--- src/rtl/pwm2_pkg.sv ---
package pwm2_pkg;

  localparam int CNT_W      = 16;
  localparam int DIV_W      = 17;
  localparam int FLD_W      = 10;
  localparam int FLD_STRIDE = 15;
  localparam int RDY_BASE   = 28;

  typedef struct packed {
    logic       bypass;
    logic       pulse;
    logic       mode;
    logic       gate;
    logic       act_hi;
    logic       en;
    logic [3:0] code;
  } ch_ctrl_t;

  function automatic logic [DIV_W-1:0] ratio_of(input logic [3:0] code);
    logic [DIV_W-1:0] r;
    case (code)
      4'd0:    r = DIV_W'(120);
      4'd1:    r = DIV_W'(180);
      4'd2:    r = DIV_W'(240);
      4'd3:    r = DIV_W'(360);
      4'd4:    r = DIV_W'(480);
      4'd8:    r = DIV_W'(12000);
      4'd9:    r = DIV_W'(24000);
      4'd10:   r = DIV_W'(36000);
      4'd11:   r = DIV_W'(48000);
      4'd12:   r = DIV_W'(72000);
      4'd15:   r = DIV_W'(1);
      default: r = '0;
    endcase
    return r;
  endfunction

endpackage

--- src/rtl/pwm2_presc.sv ---
module pwm2_presc
  import pwm2_pkg::*;
(
  input  logic       clk,
  input  logic       rst_n,
  input  logic       run,
  input  logic [3:0] code,
  output logic       tick
);

  logic [DIV_W-1:0] ratio;
  logic [DIV_W-1:0] pcnt_q;
  logic             valid;

  assign ratio = ratio_of(code);
  assign valid = (ratio != '0);
  assign tick  = run && valid && (pcnt_q >= ratio - DIV_W'(1));

  always_ff @(posedge clk) begin
    if (!rst_n) begin
      pcnt_q <= '0;
    end else if (!run || !valid || tick) begin
      pcnt_q <= '0;
    end else begin
      pcnt_q <= pcnt_q + DIV_W'(1);
    end
  end

endmodule

--- src/rtl/pwm2_chan.sv ---
module pwm2_chan
  import pwm2_pkg::*;
(
  input  logic               clk,
  input  logic               rst_n,
  input  logic               run,
  input  logic               tick,
  input  logic               act_hi,
  input  logic               wr,
  input  logic [2*CNT_W-1:0] wdata,
  output logic [2*CNT_W-1:0] shadow_o,
  output logic               busy_o,
  output logic [CNT_W-1:0]   cnt_o,
  output logic [CNT_W-1:0]   duty_o,
  output logic               pwm_o
);

  logic [2*CNT_W-1:0] live_q;
  logic [2*CNT_W-1:0] shadow_q;
  logic               pend_q;
  logic [CNT_W-1:0]   cnt_q;
  logic [CNT_W-1:0]   prd;
  logic               wrap;

  assign prd    = live_q[2*CNT_W-1:CNT_W];
  assign duty_o = live_q[CNT_W-1:0];
  assign wrap   = tick && (cnt_q >= prd);

  always_ff @(posedge clk) begin
    if (!rst_n) begin
      live_q   <= '0;
      shadow_q <= '0;
      pend_q   <= 1'b0;
    end else if (wr) begin
      shadow_q <= wdata;
      if (run) begin
        pend_q <= 1'b1;
      end else begin
        live_q <= wdata;
        pend_q <= 1'b0;
      end
    end else if (pend_q && (!run || wrap)) begin
      live_q <= shadow_q;
      pend_q <= 1'b0;
    end
  end

  always_ff @(posedge clk) begin
    if (!rst_n || !run) begin
      cnt_q <= '0;
    end else if (wrap) begin
      cnt_q <= '0;
    end else if (tick) begin
      cnt_q <= cnt_q + CNT_W'(1);
    end
  end

  assign shadow_o = shadow_q;
  assign busy_o   = pend_q;
  assign cnt_o    = cnt_q;
  assign pwm_o    = (run && (cnt_q < duty_o)) ? act_hi : ~act_hi;

endmodule

--- src/rtl/pwm2_ctl.sv ---
module pwm2_ctl
  import pwm2_pkg::*;
#(
  parameter int NUM_CH = 2,
  parameter int ADDR_W = 4
) (
  input  logic              clk,
  input  logic              rst_n,
  input  logic              reg_wr,
  input  logic [ADDR_W-1:0] reg_addr,
  input  logic [31:0]       reg_wdata,
  output logic [31:0]       reg_rdata,
  output logic [NUM_CH-1:0] pwm_out
);

  localparam int WIDX_W = ADDR_W - 2;

  logic [WIDX_W-1:0]                     widx;
  ch_ctrl_t [NUM_CH-1:0]                 ctrl_q;
  logic [NUM_CH-1:0]                     run_w;
  logic [NUM_CH-1:0]                     tick_w;
  logic [NUM_CH-1:0]                     busy_w;
  logic [NUM_CH-1:0]                     act_w;
  logic [NUM_CH-1:0]                     chwr_w;
  logic [NUM_CH-1:0][3:0]                code_w;
  logic [NUM_CH-1:0][CNT_W-1:0]          cnt_w;
  logic [NUM_CH-1:0][CNT_W-1:0]          duty_w;
  logic [NUM_CH-1:0][2*CNT_W-1:0]        shadow_w;
  logic                                  unused_bits;

  assign widx        = reg_addr[ADDR_W-1:2];
  assign unused_bits = ^{reg_addr[1:0], reg_wdata};

  always_ff @(posedge clk) begin
    if (!rst_n) begin
      ctrl_q <= '0;
    end else if (reg_wr && (widx == '0)) begin
      for (int c = 0; c < NUM_CH; c++) begin
        ctrl_q[c] <= reg_wdata[c*FLD_STRIDE +: FLD_W];
      end
    end
  end

  for (genvar c = 0; c < NUM_CH; c++) begin : g_ch
    assign run_w[c]  = ctrl_q[c].en && ctrl_q[c].gate;
    assign act_w[c]  = ctrl_q[c].act_hi;
    assign code_w[c] = ctrl_q[c].code;
    assign chwr_w[c] = reg_wr && (widx == WIDX_W'(c + 1));

    pwm2_presc u_presc (
      .clk   (clk),
      .rst_n (rst_n),
      .run   (run_w[c]),
      .code  (ctrl_q[c].code),
      .tick  (tick_w[c])
    );

    pwm2_chan u_chan (
      .clk      (clk),
      .rst_n    (rst_n),
      .run      (run_w[c]),
      .tick     (tick_w[c]),
      .act_hi   (act_w[c]),
      .wr       (chwr_w[c]),
      .wdata    (reg_wdata),
      .shadow_o (shadow_w[c]),
      .busy_o   (busy_w[c]),
      .cnt_o    (cnt_w[c]),
      .duty_o   (duty_w[c]),
      .pwm_o    (pwm_out[c])
    );
  end

  always_comb begin
    reg_rdata = '0;
    if (widx == '0) begin
      for (int c = 0; c < NUM_CH; c++) begin
        reg_rdata[c*FLD_STRIDE +: FLD_W] = ctrl_q[c];
        reg_rdata[RDY_BASE + c]          = busy_w[c];
      end
    end else begin
      for (int c = 0; c < NUM_CH; c++) begin
        if (widx == WIDX_W'(c + 1)) reg_rdata = shadow_w[c];
      end
    end
  end

endmodule

--- config.mk ---
export PLATFORM = sky130hd
export DESIGN_NAME = pwm2_ctl
export DESIGN_NICKNAME = d
export VERILOG_FILES = /design/src/rtl/pwm2_pkg.sv /design/src/rtl/pwm2_presc.sv /design/src/rtl/pwm2_chan.sv /design/src/rtl/pwm2_ctl.sv
export SDC_FILE = /design/constraint.sdc
export NUM_CORES = 1
export LEC_CHECK = 0
export BUFFER_PORTS_ARGS = -buffer_cell sky130_fd_sc_hd__buf_2
export CAP_MARGIN = 15
export CORE_ASPECT_RATIO = 0.75
export CORE_MARGIN = 1
export CORE_UTILIZATION = 55
export CTS_CLUSTER_DIAMETER = 200
export DETAILED_ROUTE_END_ITERATION = 12
export PLACE_DENSITY = 0.72
export SETUP_SLACK_MARGIN = 0.1
export SLEW_MARGIN = 5
export SYNTH_ARGS = -nofsm -noshare
export SYNTH_HDL_FRONTEND = slang
export SYNTH_SLANG_ARGS = --single-unit
--- constraint.sdc ---
create_clock -name clk -period 6.1 [get_ports clk]
set_clock_uncertainty 0.05 [all_clocks]
set_input_delay 0.305 -clock clk [delete_from_list [all_inputs] [get_ports clk]]
set_output_delay 0.305 -clock clk [all_outputs]
set_load 0.02 [all_outputs]
==> run metrics, run 1 <==
top fanout value on the critical path=41; die width=177 um; Syn Inst Count=1,474; Max VDD drop=0.000201 V; Setup CP Type=flip-flop to flip-flop; post-CTS sizing=0; share of cells above drive strength 1=0.0913; CP cell instances=nor4_1 > nand3_1 > or3_1 > o41a_1 > nor2_1 > ha_1 > a21oi_1 > o21a_1 > o221ai_1 > o21ai_4 > o31ai_4 > buf_4 > a221o_1; arrival time of the worst setup path=5120 ps; critical path data required time=6470 ps; drt total wl=33.3 mm; final slew viol count=0; Mapped Nets=1,623; clk buf depth=3; EDFF count, synth=0; total CTS buffers=25; max incr delay on CP=910 ps; Clk Latency, worst-skew pair=530 ps; # setup viols final=0; Via Count=10,802; PortBufs=70; starting density of the core=0.567; unrepaired setup endpoints after global routing=no; DRT Pass-1 Iters=5; Synth Register Bits=246; status=finished, final reports clean; first-pass GRT wire length=52.2 mm; gpl congestion=0.939; First DRT Iteration DRCs=1,052; Critical-path top delay cell=o21ai_4; Slew HR=0.257; DR vias/cell=5.91; maxcap violations=0; Area Growth Syn to Fin=11.2%; gr usage total=0.279; largest net degree at the start of global routing=72; Synth Warn #=0; Slew @ Worst Pin=1110 ps; asr flop ratio synth=0; fmax=210 MHz; routed len/inst=18.2 um; HP Class=input pin to flip-flop; Yosys cell types=57; Top Ports=73; Routed Antenna Nets=0; PwrDens=246 mW/mm^2; vias in the first global route=9,915; Final TNS setup=0 ps; Startpoint Class=flip-flop; static leakage=5.78 nW; CTS tree=yes; H-Tree Level Count=1; Rows=47; Worst Setup End Kind=flip-flop; Final period util=0.779; Clock transition at path regs=70 ps; DP Wirelength=23.5 mm; n_diodes=0; total grt overflow=0; initial antenna violation count=0; register area share after synthesis=0.390; Syn Area/Cell=8.57 um^2; final hold violations=0; Layout Utilization=0.630; root buffer cell=clkbuf_16; clock net sink count=246; Synth Flop Type=dfxtp_1; Die Y=133 um; synthesized cell area=0.0126 mm^2; nets=1,665; Post-route DRC=0; total die area=0.0236 mm^2; core area=0.0223 mm^2; Min Clock Period, post-route=4750 ps
==> cell type report <==
| type | instances | area (um^2) |
|---|---|---|
| fill | 1937 | 8240 |
| tap | 294 | 368 |
| multi-input combinational | 1047 | 6990 |
| clock inverter | 16 | 175 |
| timing repair buffer | 93 | 546 |
| sequential | 246 | 4920 |
| clock buffer | 28 | 657 |
| inverter | 103 | 388 |
==> critical path, delay by kind of cell, from the launching register on <==
family,cells,cell delay [ps]
AO/OA/AOI/OAI,7,2370
flip-flops,1,350
buffers and inverters,1,320
adder cells (fa/ha/maj),1,260
AND/OR/NAND/NOR,4,1260
==> cells in the final DEF (no fill, tap or decap), types with 7 or more instances in the layout <==
cell           instances
ha_1                 110
nand2_1              161
buf_4                 14
or3_1                 13
dfxtp_1              246
inv_1                102
nor3_1                 9
a221o_1               32
clkinv_2               7
nor4_1                22
a21o_1                11
nand3_1               69
mux2i_1               64
o21ai_0               52
xnor2_1               44
clkbuf_16             25
a22o_1                11
nand4_1               20
nand2b_1              14
buf_2                 70
and3_1                48
xor2_1                30
dlygate4sd3_1          9
o32ai_1               32
a21oi_1               87
nor2_1               147
==> metrics by stage <==
| stage | hold WS, ps | power (mW) | setup WS, ps | cell area, um^2 | std cells |
|---|---|---|---|---|---|
| 3_3_place_gp | 391 | 1.91 | 1490 | 13100 | 1774 |
| 3_5_place_dp | 396 | 1.92 | 1460 | 13100 | 1774 |
| 2_1_floorplan | 386 | 1.84 | 2390 | 12600 | 1474 |
| 4_1_cts | 0.753 | 3.47 | 1460 | 14000 | 1827 |
| 6_report | 11.4 | 3.46 | 1350 | 14000 | 1827 |
| 5_1_grt | 18.2 | 3.56 | 1060 | 14000 | 1827 |
==> state kept, by name, summed over array words and instances, names as in the netlist <==
name                  flops
g_ch.u_chan.busy_o        2
g_ch.u_presc.pcnt_q      34
g_ch.u_chan.live_q       64
ctrl_q                   10
g_ch.u_chan.shadow_o     64
g_ch.u_chan.cnt_o        32
act_w                     2
g_ch.u_presc.ratio       30
code_w                    8
==> power breakdown <==
group	switching (mW)	internal (mW)
registers	0.0214	1.64
clock network	0.665	0.905
logic	0.152	0.0778
==> Yosys cell counts, drive strengths merged (2+ instances only) <==
library cell / number / share of area
dfxtp: 246 / 0.39
nand2: 162 / 0.048
nor2: 148 / 0.044
ha: 110 / 0.11
inv: 103 / 0.031
a21oi: 87 / 0.034
nand3: 69 / 0.027
mux2i: 64 / 0.051
o21ai: 58 / 0.024
clkbuf: 51 / 0.015
and3: 48 / 0.024
xnor2: 44 / 0.031
a221o: 32 / 0.025
o32ai: 32 / 0.022
xor2: 30 / 0.021
buf: 27 / 0.012
nor4: 22 / 0.011
nand4: 20 / 0.0099
nand2b: 14 / 0.0069
or3: 14 / 0.0073
a21o: 11 / 0.0065
a22o: 11 / 0.0076
nor3: 10 / 0.0040
a211oi: 6 / 0.0036
and2: 6 / 0.0030
nor2b: 6 / 0.0030
a31oi: 5 / 0.0025
a211o: 4 / 0.0028
or4: 4 / 0.0024
and4: 3 / 0.0021
o21a: 3 / 0.0018
o31a: 3 / 0.0021
o31ai: 3 / 0.0029
nand4b: 2 / 0.0014
nor4b: 2 / 0.0014
or2: 2 / 0.00099
==> what timing repair did <==
action,in CTS,in global routing
hold buffers,9,0
endpoints found under the hold margin,9,0
setup buffers,0,0
==> layer usage <==
metal	vias to the layer above	global-route usage	part of all wire
met1	5141	0.410	0.47
met2	348	0.421	0.43
met4	2	0.0718	0.023
met5	-	0.0229	0.0023
li1	5261	-	-
met3	50	0.0448	0.074
==> final timing paths <==
| path | depth (start not counted) | endpoint | slack [ps] | from |
|---|---|---|---|---|
| hold reg to reg | 2 | ctrl_q[19] | 410 | ctrl_q[19] |
| setup / recovery | 13 | g_ch[1].u_chan.live_q[8] | 1350 | g_ch[1].u_presc.ratio[3] |
| hold / removal | 3 | ctrl_q[17] | 10 | reg_wdata[22] |
| setup reg to reg | 13 | g_ch[1].u_chan.live_q[8] | 1350 | g_ch[1].u_presc.ratio[3] |
==> cells by family after synthesis <==
kind of cell / synth area share
compound gates: 0.144
mux: 0.0507
xor+xnor: 0.0513
flops: 0.390
buf+inv: 0.0581
simple gates: 0.197
fa+ha+maj: 0.109
No activity file was read; power rests on OpenSTA's default activity.
==> run 2, diff against run 1 <==
--- a/config.mk
+++ b/config.mk
@@ -12,7 +12,7 @@
 export CORE_UTILIZATION = 55
 export CTS_CLUSTER_DIAMETER = 200
 export DETAILED_ROUTE_END_ITERATION = 12
-export PLACE_DENSITY = 0.72
+export PLACE_DENSITY = 0.75
 export SETUP_SLACK_MARGIN = 0.1
 export SLEW_MARGIN = 5
 export SYNTH_ARGS = -nofsm -noshare
==> constraint.sdc (replaced) <==
create_clock -name clk -period 4.1 [get_ports clk]
set_clock_uncertainty 0.05 [all_clocks]
set_input_delay 0.205 -clock clk [delete_from_list [all_inputs] [get_ports clk]]
set_output_delay 0.205 -clock clk [all_outputs]
set_load 0.02 [all_outputs]
==> run 2 against run 1 <==
Non-clock buffer count up 37. Fmax up 25%. Combinational power up 59%. Wire length down 0.48%. Critical endpoint is now g_ch[1].u_chan.cnt_o[15]. Largest power group is now the clock network.
==> run metrics, run 2 (synthesis gave the netlist of run 1 again) <==
Via Count=10,886 (+0.78%); total CTS buffers=25 (unchanged); most frequent cells in the layout=dfxtp_1 (246), nand2_1 (161), nor2_1 (147); Rows=47 (unchanged); PwrDens=367 mW/mm^2 (+49%); H-Tree Level Count=1 (unchanged); cell internal pwr=4.07 mW (+55%); CTS tree=yes; root buffer cell=clkbuf_16; routed len/inst=17.8 um (-2.5%); Final TNS setup=0 ps (unchanged); core area=0.0223 mm^2 (unchanged); drt total wl=33.1 mm (-0.48%); PortBufs=70 (unchanged); Critical-path top delay cell=or4_1; Gate power share=0.068 (+0.002); total die area=0.0236 mm^2 (unchanged); Clock transition at path regs=60 ps (about the same); die width=177 um (unchanged); largest net degree at the start of global routing=75 (+4.2%); Area Growth Syn to Fin=14.9%; Worst Setup End Kind=flip-flop; Max VDD drop=0.000270 V (+35%); sequential power share=0.464 (-0.016); Slew HR=0.327 (+0.0704); R2R Setup Slk=290 ps (-1060 ps); gr usage total=0.282 (+0.00254); Setup CP Type=flip-flop to flip-flop; final hold violations=0 (unchanged); fmax=262 MHz (+25%); # setup viols final=0 (unchanged); initial antenna violation count=0 (unchanged); Die Y=133 um (unchanged); Top Ports=73 (unchanged); clk buf depth=3 (unchanged); Tot Pwr=5.32 mW (+54%); hold path start=rst_n; share of cells above drive strength 1=0.105 (+0.0137); Routed Antenna Nets=0 (unchanged); final slew viol count=0 (unchanged); total grt overflow=0 (unchanged); top fanout value on the critical path=6 (-85%); maxcap violations=0 (unchanged); status=finished, final reports clean; Sw Ratio=0.234 (-0.00797); DP Wirelength=23.4 mm (-0.49%); Storage cell area=0.00492 mm^2 (unchanged); commonest non-fill, non-tap cell in the layout=dfxtp_1; n_diodes=0 (unchanged); clock share of power=0.467 (+0.013); Final period util=0.929 (+0.150); Hold Slack=248 ps (+237 ps); first-pass GRT wire length=53.5 mm (+2.4%); DRT Pass-1 Iters=5 (unchanged); Hold Crit Endpoint=g_ch[1].u_chan.live_q[16]; arrival time of the worst setup path=4190 ps (-930 ps); Slew @ Worst Pin=1010 ps (-105 ps); starting density of the core=0.567 (unchanged); unrepaired setup endpoints after global routing=no; crit-path most repeated cell=or3_4; Clk Latency, worst-skew pair=540 ps (about the same); static leakage=6.01 nW (+4.0%); Switch Pwr=1.25 mW (+49%); max incr delay on CP=540 ps (-370 ps); vias in the first global route=10,160 (+2.5%); gpl congestion=0.903 (-3.8%); HP Class=input pin to flip-flop; hold path depth=4 (+1); path depth of the worst reg2reg path=13 (unchanged); nets=1,702 (+2.2%); clock net sink count=246 (unchanged); Min Clock Period, post-route=3810 ps (-944 ps); CP cell instances=or4_1 > or3_4 > nor2_1 > nand2_1 > xor2_1 > ha_1 > nand4_1 > nor4_1 > a32o_2 > o21ai_4 > or3_4 > o31a_1 > o21ba_2; multi-input logic area=0.00703 mm^2 (+0.61%); Crit Reg-Reg Startpoint=g_ch[1].u_presc.ratio[7]; reg2reg end=g_ch[1].u_chan.cnt_o[15]; Startpoint Class=flip-flop; First DRT Iteration DRCs=1,026 (-2.5%); Fillers=1,836 (-5.2%); DR vias/cell=5.84 (-1.3%); critical path data required time=4480 ps (-1990 ps); Post-route DRC=0 (unchanged)
-- run 2: cell count changes in the layout (fill, tap and decap cells not counted), sizes merged --
cell         delta
dlygate4sd3    +23
buf            +14
clkinvlp        -3
bufinv          +2
clkbuf          +1
clkinv          +1
-- run 2: worst max-delay path by stage --
stage / start / endpoint / cells past startpoint
after floorplan: g_ch[1].u_presc.ratio[7] / g_ch[1].u_chan.cnt_o[12] / 14
after CTS: g_ch[0].u_presc.ratio[5] / g_ch[0].u_chan.cnt_o[11] / 13
final: g_ch[1].u_presc.ratio[7] / g_ch[1].u_chan.cnt_o[15] / 13
after global routing: g_ch[1].u_presc.ratio[3] / g_ch[1].u_chan.live_q[25] / 14
after global placement: g_ch[1].u_presc.ratio[7] / g_ch[1].u_chan.cnt_o[14] / 13
after detailed placement: g_ch[1].u_presc.ratio[3] / g_ch[1].u_chan.cnt_o[14] / 13
-- run 2: cell type report --
class,instances,share of cell area
clock buffers,29,0.0469
clock inverters,16,0.0147
inverters,103,0.0267
well taps,294,0.0254
multi-input cells,1047,0.484
repair buffers,130,0.0624
flip-flops and latches,246,0.339
-- run 2: timing repair --
| item | CTS | global route |
|---|---|---|
| endpoints found under the setup margin | 0 | 87 |
| gates resized for setup | 0 | 9 |
| buffers inserted | 0 | 1 |
| endpoints found under the hold margin | 73 | 0 |
| hold buffers | 32 | 0 |
-- run 2: layer usage --
metal | routed length [um] | up-vias | global-route usage
met5 | 0 | - | 0
met4 | 739 | 0 | 0.0690
met3 | 2780 | 52 | 0.0485
met2 | 13600 | 422 | 0.412
met1 | 16000 | 5084 | 0.425
li1 | - | 5328 | -
-- run 2: stage by stage --
stage	utilization	area [um^2]	cells	worst slack, ps
floorplan	-	12600	1474	387
global placement	0.594	13200	1787	247
detailed placement	0.594	13200	1787	185
CTS	0.649	14500	1864	116
global route	0.651	14500	1865	62.6
finish	0.651	14500	1865	289
-- run 2: power by group through the flow --
stage / logic, mW / registers (mW) / clock network, mW
after floorplan: 0.221 / 2.51 / 0
after global placement: 0.324 / 2.52 / 0
after detailed placement: 0.331 / 2.52 / 0
after CTS: 0.357 / 2.47 / 2.51
after global routing: 0.393 / 2.47 / 2.62
final: 0.364 / 2.47 / 2.49
-- run 2: critical path: cells and delay by family, from the launching register on --
family                     cells  cell delay (ps)
xor gates and xnor gates       1              150
DFF                            1              330
AOI/OAI and AO/OA              4              870
and+or+nand+nor                7             2000
adders and majority gates      1              300
